`config.mk`:
```
export PLATFORM = sky130hd
export DESIGN_NAME = supply_prot_seq
export DESIGN_NICKNAME = d
export VERILOG_FILES = /design/src/rtl/supply_prot_pkg.sv /design/src/rtl/supply_prot_fault_timer.sv /design/src/rtl/supply_prot_dss.sv /design/src/rtl/supply_prot_fsm.sv /design/src/rtl/supply_prot_seq.sv
export SDC_FILE = /design/constraint.sdc
export NUM_CORES = 1
export LEC_CHECK = 0
export BUFFER_PORTS_ARGS = -buffer_cell sky130_fd_sc_hd__buf_2
export CORE_ASPECT_RATIO = 1.4
export CORE_MARGIN = 2
export CORE_UTILIZATION = 45
export CTS_BUF_LIST = sky130_fd_sc_hd__clkbuf_8
export DETAILED_ROUTE_END_ITERATION = 12
export PLACE_DENSITY = 0.74
export SETUP_SLACK_MARGIN = 0.1
export SLEW_MARGIN = 5
export SYNTH_ARGS = -nofsm -noshare
export SYNTH_HDL_FRONTEND = slang
export SYNTH_SLANG_ARGS = --single-unit
```
`constraint.sdc`:
```
create_clock -name clk -period 2.35 [get_ports clk]
set_input_delay 0.47 -clock clk [delete_from_list [all_inputs] [get_ports clk]]
set_output_delay 0.47 -clock clk [all_outputs]
set_load 0.01 [all_outputs]
```
`src/rtl/supply_prot_pkg.sv`:
```
package supply_prot_pkg;

  typedef enum logic [3:0] {
    ST_START  = 4'd0,
    ST_RUN    = 4'd1,
    ST_HOLD   = 4'd2,
    ST_PWAIT1 = 4'd3,
    ST_PCHG1  = 4'd4,
    ST_PWAIT2 = 4'd5,
    ST_PCHG2  = 4'd6,
    ST_LWAIT  = 4'd7,
    ST_LCHG   = 4'd8
  } seq_state_e;

  function automatic logic stop_cond(input logic ovp, input logic bo_good,
                                     input logic dis, input logic tsd);
    return ovp | ~bo_good | dis | tsd;
  endfunction

  function automatic logic in_supply_loop(input seq_state_e s);
    return (s == ST_RUN) || (s == ST_HOLD);
  endfunction

  function automatic logic in_latch(input seq_state_e s);
    return (s == ST_LWAIT) || (s == ST_LCHG);
  endfunction

  function automatic logic in_prot(input seq_state_e s);
    return (s == ST_PWAIT1) || (s == ST_PCHG1) || (s == ST_PWAIT2) || (s == ST_PCHG2);
  endfunction

endpackage

```
`src/rtl/supply_prot_fault_timer.sv`:
```
module supply_prot_fault_timer #(
  parameter int unsigned FAULT_TC = 10_000_000
) (
  input  logic clk,
  input  logic rst_n,
  input  logic count_en,
  input  logic flag,
  output logic trip
);
  localparam int unsigned CW = $clog2(FAULT_TC + 1);
  localparam logic [CW-1:0] TC = CW'(FAULT_TC);

  logic [CW-1:0] cnt_q;

  always_ff @(posedge clk or negedge rst_n) begin
    if (!rst_n)                 cnt_q <= '0;
    else if (!(count_en && flag)) cnt_q <= '0;
    else if (cnt_q != TC)       cnt_q <= cnt_q + 1'b1;
  end

  assign trip = count_en && flag && (cnt_q == TC);
endmodule

```
`src/rtl/supply_prot_dss.sv`:
```
module supply_prot_dss (
  input  logic clk,
  input  logic rst_n,
  input  logic active,
  input  logic below_stop,
  input  logic above_start,
  output logic src_on
);
  always_ff @(posedge clk or negedge rst_n) begin
    if (!rst_n)           src_on <= 1'b0;
    else if (!active)     src_on <= 1'b0;
    else if (above_start) src_on <= 1'b0;
    else if (below_stop)  src_on <= 1'b1;
  end
endmodule

```
`src/rtl/supply_prot_fsm.sv`:
```
module supply_prot_fsm
  import supply_prot_pkg::*;
(
  input  logic       clk,
  input  logic       rst_n,
  input  logic       above_start,
  input  logic       below_latch,
  input  logic       below_reset,
  input  logic       below_uv,
  input  logic       stop,
  input  logic       latch_req,
  input  logic       fault_trip,
  input  logic       dss_on,
  output seq_state_e state,
  output logic       restart_q,
  output logic       prot_entry
);
  seq_state_e nxt;
  seq_state_e resume;

  assign resume     = stop ? ST_HOLD : ST_RUN;
  assign prot_entry = in_supply_loop(state) && (fault_trip || (below_uv && dss_on));

  always_comb begin
    nxt = state;
    if (below_reset) begin
      nxt = ST_START;
    end else if (latch_req || in_latch(state)) begin
      unique case (state)
        ST_LWAIT: if (below_latch) nxt = ST_LCHG;
        ST_LCHG:  if (above_start) nxt = ST_LWAIT;
        default:  nxt = ST_LWAIT;
      endcase
    end else if (prot_entry || in_prot(state)) begin
      unique case (state)
        ST_PWAIT1: if (below_latch) nxt = ST_PCHG1;
        ST_PCHG1:  if (above_start) nxt = ST_PWAIT2;
        ST_PWAIT2: if (below_latch) nxt = ST_PCHG2;
        ST_PCHG2:  if (above_start) nxt = resume;
        default:   nxt = ST_PWAIT1;
      endcase
    end else begin
      unique case (state)
        ST_START: if (above_start) nxt = resume;
        ST_RUN:   if (stop) nxt = ST_HOLD;
        ST_HOLD:  if (!stop) nxt = ST_RUN;
        default:  nxt = ST_START;
      endcase
    end
  end

  always_ff @(posedge clk or negedge rst_n) begin
    if (!rst_n) begin
      state     <= ST_START;
      restart_q <= 1'b0;
    end else begin
      state     <= nxt;
      restart_q <= (nxt == ST_RUN) && (state != ST_RUN);
    end
  end
endmodule

```
`src/rtl/supply_prot_seq.sv`:
```
module supply_prot_seq
  import supply_prot_pkg::*;
#(
  parameter int unsigned FAULT_TC = 10_000_000
) (
  input  logic clk,
  input  logic rst_n,
  input  logic vcc_above_start,
  input  logic vcc_below_stop,
  input  logic vcc_below_uv,
  input  logic vcc_below_latch,
  input  logic vcc_below_reset,
  input  logic vcc_above_ovp,
  input  logic bo_ok,
  input  logic disable_req,
  input  logic perm_latch_req,
  input  logic therm_sd,
  input  logic overload,
  output logic hv_src_en,
  output logic pulse_en,
  output logic ss_restart
);
  seq_state_e state;
  logic       stop_now;
  logic       fault_trip;
  logic       dss_on;
  logic       prot_entry;
  logic       latched;

  assign stop_now = stop_cond(vcc_above_ovp, bo_ok, disable_req, therm_sd);
  assign latched  = in_latch(state);

  supply_prot_fault_timer #(.FAULT_TC(FAULT_TC)) u_timer (
    .clk      (clk),
    .rst_n    (rst_n),
    .count_en (state == ST_RUN),
    .flag     (overload),
    .trip     (fault_trip)
  );

  supply_prot_dss u_dss (
    .clk         (clk),
    .rst_n       (rst_n),
    .active      (in_supply_loop(state)),
    .below_stop  (vcc_below_stop),
    .above_start (vcc_above_start),
    .src_on      (dss_on)
  );

  supply_prot_fsm u_fsm (
    .clk         (clk),
    .rst_n       (rst_n),
    .above_start (vcc_above_start),
    .below_latch (vcc_below_latch),
    .below_reset (vcc_below_reset),
    .below_uv    (vcc_below_uv),
    .stop        (stop_now),
    .latch_req   (perm_latch_req),
    .fault_trip  (fault_trip),
    .dss_on      (dss_on),
    .state       (state),
    .restart_q   (ss_restart),
    .prot_entry  (prot_entry)
  );

  always_comb begin
    unique case (state)
      ST_START, ST_PCHG1, ST_PCHG2, ST_LCHG: hv_src_en = 1'b1;
      ST_RUN, ST_HOLD:                       hv_src_en = dss_on;
      default:                               hv_src_en = 1'b0;
    endcase
  end

  assign pulse_en = (state == ST_RUN);
endmodule

```
=== Yosys cells after proc, flatten, opt, wreduce, memory -nomap -nowiden ===
Index checks and enable logic that the tools add are counted.

* $add $sub $neg: 1
* Reductions and logical operators: 16
* Bitwise gates (word level): 4
* Mux-type cells: 21
* Equality and inequality tests: 14

{| class="wikitable"
|+ Operators with widths
! cell !! number
|-
| two-way mux 24 bit || 2
|-
| two-way mux 4 bit || 11
|-
| adder 24 x 1 -> 24 bit (second input constant) || 1
|-
| == test 24 bit (second input constant) || 1
|-
| inequality test 24 bit (second input constant) || 1
|-
| == test 4 x 3 -> 1 bit (second input constant) || 4
|-
| one-hot mux 4 bit (4 select lines) || 1
|-
| one-hot mux 4 bit (3 select lines) || 1
|-
| == test 4 x 1 -> 1 bit (second input constant) || 2
|-
| == test 4 x 2 -> 1 bit (second input constant) || 2
|-
| logical OR 1 bit || 8
|-
| one-hot mux 4 bit (2 select lines) || 1
|-
| logical AND 1 bit || 5
|-
| == test 4 bit (second input constant) || 1
|-
| zero test 4 bit || 1
|-
| inequality test 4 x 1 -> 1 bit (second input constant) || 1
|-
| OR reduction 4 bit || 1
|-
| two-way mux 1 bit || 3
|-
| inequality test 3 bit (second input constant) || 1
|-
| OR 1 bit || 3
|-
| two-way mux 2 bit || 1
|-
| inequality test 2 bit (second input constant) || 1
|-
| one-hot mux 1 bit (2 select lines) || 1
|-
| OR reduction 2 bit || 1
|-
| NOT 1 bit || 1
|}

* Bits of input ports: 13
* Logic and storage cells: 60
* Bits in registers: 30
* Output and inout bits: 3

=== Logic depth before layout (Yosys ltp) ===
Gate-level depths: netlist (run 1).

* Word-level depth: 12
* Depth in mapped cells: 7
* Gate-level depth less buffers: 7

=== By module ===
Synthesis (run 1) repeated with hierarchy kept, for this count alone.

* Cell total of the unflattened synthesis: 190
* Area, all modules: 1796.7 um2

{| class="wikitable"
|+ Modules (own cells, without submodules)
! module !! seq. area each (um2) !! cells an instance !! instances !! area an instance (um2)
|-
| supply_prot_fault_timer || 600.6 || 131 || 1 || 1281.2
|-
| supply_prot_fsm || 125.1 || 48 || 1 || 415.4
|-
| supply_prot_seq || 0.0 || 8 || 1 || 58.8
|-
| supply_prot_dss || 25.0 || 3 || 1 || 41.3
|}

=== Worst setup path before layout (run 1) ===
No wires, ideal clock.

* Path type: flip-flop to flip-flop
* From: reg u_fsm.state[2]
* To: reg u_fsm.restart_q
* Arrival: 1.586 ns
* Path slack: 0.643 ns
* Stages on the path, launching flop included: 7
* Data required time: 2.229 ns
* Period minus slack after synthesis: 1.707 ns
* Buffers on the path: 1
* Setup time: 0.121 ns
* Cell sequence: dfrtp_1 -> buf_6 -> nor4b_4 -> nand2_2 -> nor3_4 -> o221a_1 -> and4bb_1

* Cells in the longest elaborated chain, start to end: 11
* Elaborated cells between the ends (all ways): 37
* Classes of those cells: 10 x eq/ne; 14 x mux; 13 x reduce/logical

{| class="wikitable"
|+ RTL lines
! item !! RTL line !! RTL
|-
| from (decl) || supply_prot_fsm.sv:14 || <nowiki>output seq_state_e state,</nowiki>
|-
| from (signal assigned) || supply_prot_fsm.sv:57 || <nowiki>state <= nxt;</nowiki>
|-
| == test 4 x 1 -> 1 bit (*) || n/a ||
|-
| via pulse_en || supply_prot_seq.sv:20 || <nowiki>output logic pulse_en,</nowiki>
|-
| logical AND 1 bit (2 in series) || supply_prot_fault_timer.sv:21 || <nowiki>assign trip = count_en && flag && (cnt_q == TC);</nowiki>
|-
| logical OR 1 bit || supply_prot_fsm.sv:22 || <nowiki>assign prot_entry = in_supply_loop(state) && (fault_trip || (below_uv && dss_on));</nowiki>
|-
| logical AND 1 bit || supply_prot_fsm.sv:22 ||
|-
| logical OR 1 bit || supply_prot_fsm.sv:34 || <nowiki>end else if (prot_entry || in_prot(state)) begin</nowiki>
|-
| two-way mux 4 bit (*) || supply_prot_fsm.sv:34 ||
|-
| two-way mux 4 bit (*) || supply_prot_fsm.sv:28 || <nowiki>end else if (latch_req || in_latch(state)) begin</nowiki>
|-
| two-way mux 4 bit (*) || supply_prot_fsm.sv:26 || <nowiki>if (below_reset) begin</nowiki>
|-
| == test 4 x 1 -> 1 bit (*) || supply_prot_fsm.sv:58 || <nowiki>restart_q <= (nxt == ST_RUN) && (state != ST_RUN);</nowiki>
|-
| logical AND 1 bit (*) || supply_prot_fsm.sv:58 ||
|-
| to (signal assigned) || supply_prot_fsm.sv:58 ||
|-
| to (decl) || supply_prot_fsm.sv:15 || <nowiki>output logic restart_q,</nowiki>
|}

Mark *: on every way through the listed nets, which the timed path passes. The rest lies on a longest branch.
A chain may end at the register's enable or synchronous reset.

=== Final worst setup path (run 1) ===
* From: reg u_fsm.state[3]
* To: out hv_src_en

* Cells in the longest elaborated chain, start to end: 3
* Elaborated cells between the ends (all ways): 9
* Classes of those cells: 5 x eq/ne; 1 x mux; 3 x reduce/logical

{| class="wikitable"
|+ RTL lines
! item !! RTL line !! RTL
|-
| == test 4 bit, or another cell as far along || supply_prot_seq.sv:67 || <nowiki>unique case (state)</nowiki>
|-
| OR reduction 4 bit or OR reduction 2 bit (tied branches) || supply_prot_seq.sv:67 ||
|-
| one-hot mux 1 bit (2 select lines) (*) || supply_prot_seq.sv:67 ||
|-
| to (decl) || supply_prot_seq.sv:19 || <nowiki>output logic hv_src_en,</nowiki>
|}

Mark *: on every way between the ends. The rest lies on a longest branch, timed or not.

==> results.toml, run 1 <==
[run_status]
status = "completed"

[critical_path]
r2r_cells = 5
crit_start = "u_fsm.state[3]"
crit_chain = "and2b_2 -> o21ai_0 -> o31ai_1 -> buf_2"
worstPathMaxFanout = 8
crit_path_start_kind = "flop"
cp-endpoint = "hv_src_en"
arrival_ns = 1.44
r2r-end = "u_fsm.restart_q"
slowest_stage = "dfrtp_1"
crit_buf_inv = 1
crit_type = "flop to primary output"
crit_cells = 4
worst_r2r_startpoint = "u_fsm.state[0]"
critPathMaxStageDelay_ns = 0.52
endpoint_kind = "primary output"
critPathRequiredTime_ns = 1.88
crit_family = "flip-flops"
r2r_slack_ns = 0.57

[clocking]
hold_buffers = 0
tritoncts = "built"
clk_path_buf_depth = 2
ctsResizeCount = 0
post-cts-setup-buffer-count = 0
clk_pin_slew_ns = 0.06
clockRootBuffer = "clkbuf_8"
clkLatencyLatePin_ns = 0.28
cts_buffers = 5
htree_levels = 2
cts_num_sinks = 30

[place]
dp_slack_ns = 0.4884
gp_congestion = 0.8215
io_buffers = 15
dp.cells = 241
place_hpwl_um = 2752

[grt]
grt_pass1_vias = 1395
grt_max_degree = 31
overflow = 0
antenna_found_initial = 0
grt_usage_pct = 17.88
grt_pass1_wl_um = 6334

[sta]
final_hold_viol_count = 0
setup_slack_ns = 0.4437
timing_worst_slew_pin_value_ns = 0.6684
slew_viol_final = 0
fin_crit_sh_pct = 81.12
max_freq_mhz = 524.6
clock_skew_ns = 0.006253
setup_viol = 0
fin_crit_ns = 1.906
relSlewSlack_pct = 55.44
setup-tns-final_ns = 0
rsz0062_at_grt = "no"

[detailed_routing]
drt_iter0_drc = 31
routedWlPerCell_um = 15.24
vias = 1455
drc = 0
wirelength_um = 3779
first_pass_iters = 4
ant_nets = 0
avgViaCountPerCell = 5.867

[logic_synthesis]
postSynthAreaPerCell_um2 = 9.570
synth-seq-cells = 30
synthArstFlopShare_pct = 100.0
yosys_warnings = 0
synth_edf_count = 0
syn-cell-area_um2 = 1799
syn-num-nets = 203
netlist_instances = 188
synth_ff_type = "dfrtp_1"
yosysUniqueCellTypes = 48
ys_seq_area_share_pct = 41.72

[floorplan]
die_area_um2 = 4527
pin_count = 16
die_h_um = 78.82
start_util_pct = 46.31
die_x_um = 57.44
num_rows = 27
core_um2 = 3885

[pwr]
ir_drop_uv = 360.0
leakage_nw = 0.8333
power.density_nw_per_um2 = 554.2

[layout]
antenna_cells = 0
final_cell_mix = "nor2_1, dfrtp_1, xor2_1"
fin_cells = 248
areaGrowthSynthToFinish_pct = 9.805
layout.cells.most_common = "nor2_1"
nets = 220
drive_above_1_share_pct = 16.59

[min_path]
hp-class = "input port to asynchronous set/reset pin"

[flow_run]
drv_cap = 0
state kept, by name (all words and copies together), names as in the netlist:
name             count
u_timer.cnt_q       24
u_fsm.state          4
u_dss.src_on         1
u_fsm.restart_q      1
cells in the mapped netlist (all sizes together), types with 3 or more instances:
| library cell | instances | area share [%] |
|---|---|---|
| a21oi | 7 | 1.9 |
| and4 | 6 | 2.9 |
| or3 | 3 | 1.0 |
| xor2 | 18 | 8.8 |
| nand2 | 10 | 2.2 |
| nand4 | 14 | 4.9 |
| inv | 5 | 1.0 |
| nor4b | 5 | 3.6 |
| o21ai | 5 | 1.4 |
| buf | 6 | 2.2 |
| dfrtp | 30 | 42 |
| and2 | 5 | 1.7 |
| xnor2 | 3 | 1.5 |
| nor3 | 3 | 1.5 |
| nor2 | 31 | 6.5 |
| nand3 | 7 | 1.9 |
layout make-up:
type	count	area [um2]
clock buffer	5	68.82
tap	43	53.80
sequential	30	750.7
multi-input combinational	146	985.9
inverter	5	18.77
clock inverter	2	7.507
fill	357	1909
timing repair buffer	17	90.09
per-stage QoR:
| step | hold slack [ns] | cell area (um2) | total power [mW] | util, % |
|---|---|---|---|---|
| 6_report | 0.2257 | 1976 | 1.095 | 50.85 |
| 3_5_place_dp | 0.5238 | 1899 | 0.7330 | 48.89 |
| 3_3_place_gp | 0.5197 | 1899 | 0.7302 | 48.89 |
| 5_1_grt | 0.2940 | 1976 | 1.146 | 50.85 |
| 2_1_floorplan | 0.1744 | 1799 | 0.6809 | - |
| 4_1_cts | 0.2575 | 1976 | 1.107 | 50.85 |
cell families (layout without fill, tap and decap cells):
logic type	count (synthesis)	in the layout	synth area share, %
AO/OA/AOI/OAI	23	23	8.832
flip-flops	30	30	41.72
adder cells (fa/ha/maj)	2	2	1.391
AND/OR/NAND/NOR	98	98	33.24
XOR/XNOR	21	21	10.22
buffers and inverters	12	29	3.477
multiplexers	2	2	1.113
per-layer routing:
metal	share of wire, %	track usage [%]
met1	44	21.11
met3	2.6	2.932
met4	2.9	9.070
met2	50	30.68
met5	0	0
worst min-delay path by stage:
stage	end	start	depth (start not counted)	slack, ns
floorplan	u_dss.src_on	rst_n	0	0.17
global placement	u_timer.cnt_q[23]	u_timer.cnt_q[23]	2	0.52
detailed placement	u_timer.cnt_q[23]	u_timer.cnt_q[23]	2	0.52
CTS	u_timer.cnt_q[13]	rst_n	1	0.26
global route	u_timer.cnt_q[0]	rst_n	1	0.29
finish	u_timer.cnt_q[17]	rst_n	1	0.23
where the power goes:
group	total (mW)	internal, mW	leakage, nW	switching [mW]
registers	0.557	0.527	0.414	0.0296
logic	0.165	0.0722	0.373	0.0927
clock network	0.373	0.195	0.0466	0.179
total	1.09	0.794	0.833	0.301
Power figures use the tool's default switching activity.
==> run 2, diff against run 1 <==
==> constraint.sdc (replaced) <==
create_clock -name clk -period 1.85 [get_ports clk]
set_input_delay 0.37 -clock clk [delete_from_list [all_inputs] [get_ports clk]]
set_output_delay 0.37 -clock clk [all_outputs]
set_load 0.01 [all_outputs]
==> run 2 against run 1 <==
  * Via count grew 3.4%
  * Flip-flop and latch count did not move
  * Non-clock buffer count grew 11
  * Combinational power up 40%
  * Routed wire length grew 4.0%
  * Worst setup slack worse by 0.29 ns
==> results.toml, run 2 (synthesized netlist as in run 1, its figures left out) <==
[run_status]
status = "completed"

[sta]
setup-tns-final_ns = 0
setup_viol = 0
rsz0062_at_grt = "yes"
max_freq_mhz = 590.2
timing_worst_slew_pin_value_ns = 0.6787
final_hold_viol_count = 0
fin_crit_sh_pct = 91.58
fin_crit_ns = 1.694
slew_viol_final = 0
clock_skew_ns = 0.002113
relSlewSlack_pct = 54.75
setup_slack_ns = 0.1557

[clocking]
clk_path_buf_depth = 2
clkLatencyLatePin_ns = 0.28
tritoncts = "built"
clk_pin_slew_ns = 0.06
htree_levels = 2
cts_num_sinks = 30
cts_buffers = 5
clockRootBuffer = "clkbuf_8"

[critical_path]
crit_path_start_kind = "flop"
critPathRequiredTime_ns = 1.48
arrival_ns = 1.32
crit_type = "flop to primary output"
r2r_slack_ns = 0.16
endpoint_kind = "primary output"
worstPathMaxFanout = 9

[detailed_routing]
vias = 1505
wirelength_um = 3932
first_pass_iters = 4
routedWlPerCell_um = 15.12
drt_iter0_drc = 37
avgViaCountPerCell = 5.788
drc = 0
ant_nets = 0

[floorplan]
core_um2 = 3885
die_area_um2 = 4527
pin_count = 16
die_x_um = 57.44
start_util_pct = 46.31
die_h_um = 78.82
num_rows = 27

[grt]
grt_usage_pct = 19.19
antenna_found_initial = 0
overflow = 0
grt_pass1_vias = 1506
grt_pass1_wl_um = 6617
grt_max_degree = 31

[layout]
largest_register_ffs = 24
nets = 231
antenna_cells = 0
fillCellCount = 347
top_regs = "u_timer.cnt_q (24), u_fsm.state (4)"
layout.cells.most_common = "nor2_1"
final_cell_mix = "nor2_1, dfrtp_1, xor2_1"
regMostFlops = "u_timer.cnt_q"
drive_above_1_share_pct = 27.19
areaGrowthSynthToFinish_pct = 18.36

[pwr]
ir_drop_uv = 560.1
p_int_mw = 1.151
power_frac_seq_pct = 45.3
net-switching-power_uw = 407.0
pwr-share-comb_pct = 14.8
swShare_pct = 26.12
power.density_nw_per_um2 = 731.7
leakage_nw = 0.9088
pwr-share-clk_pct = 39.8

[flow_run]
drv_cap = 0

[place]
place_hpwl_um = 2834
io_buffers = 15
dp_slack_ns = 0.08181
gp_congestion = 0.8363

[min_path]
hp-class = "input port to asynchronous set/reset pin"
==> run 2: cell count changes in the layout (fill, tap and decap cells not counted), moves of 2 or more <==
cell      before  now
inv_1          7    5
buf_4          2   13
clkbuf_8       5    8
dfrtp_2        0    4
nor4b_2        1    4
dfrtp_1       30   26
nor4b_1        3    0
==> run 2: worst paths after layout <==
kind	startpoint	end	cells after the start
hold reg to reg	u_timer.cnt_q[23]	u_timer.cnt_q[23]	2
max in group asynchronous	rst_n	u_fsm.state[1]	1
setup reg to reg	u_timer.cnt_q[2]	u_fsm.restart_q	5
setup / recovery	u_fsm.state[2]	pulse_en	2
min in group clk	vcc_below_reset	u_fsm.state[3]	2
hold / removal	rst_n	u_timer.cnt_q[5]	1
==> run 2: power groups by stage <==
stage          sequential [mW]  combinational (mW)  clock, mW
2_1_floorplan            0.694               0.171          0
5_1_grt                  0.709               0.258      0.663
3_5_place_dp             0.714               0.224          0
4_1_cts                  0.704               0.224      0.632
3_3_place_gp             0.715               0.223          0
6_report                 0.707               0.231      0.621
==> run 2: cell type report <==
class / instances / area [um2] / area share (%)
Multi-Input combinational cell: 146 / 1018 / 47.83
Sequential cell: 30 / 755.7 / 35.49
Timing Repair Buffer: 28 / 172.7 / 8.108
Clock buffer: 8 / 110.1 / 5.170
Tap cell: 43 / 53.80 / 2.526
Inverter: 5 / 18.77 / 0.8813
==> run 2: stage by stage <==
step / cell area [um2] / util, % / instances / hold WS [ns] / total power, mW
after global routing: 2130 / 54.81 / 260 / 0.1715 / 1.631
after detailed placement: 1959 / 50.43 / 249 / 0.4500 / 0.9380
final: 2130 / 54.81 / 260 / 0.1218 / 1.558
after CTS: 2074 / 53.40 / 257 / 0.1498 / 1.560
after global placement: 1959 / 50.43 / 249 / 0.4456 / 0.9376
after floorplan: 1799 / - / 188 / 0.07441 / 0.8649
==> run 2: repair_timing <==
item | in CTS | in global routing
setup buffers | 0 | 3
cloned | 0 | 0
endpoints found under the setup margin | 4 | 10
hold buffers | 0 | 0
pin swaps | 0 | 3
gates resized for setup | 3 | 11
==> run 2: per-layer routing <==
metal  share of wire, %  track usage (%)
met3                3.7            5.049
met4                5.1            12.79
met1                 39            21.06
met5                  0                0
met2                 52            31.82
==> run 2: critical path: stages, from the launching register on <==
cell	delay (ns)
dfrtp_2	0.48
nor4b_4	0.36
buf_2	0.19
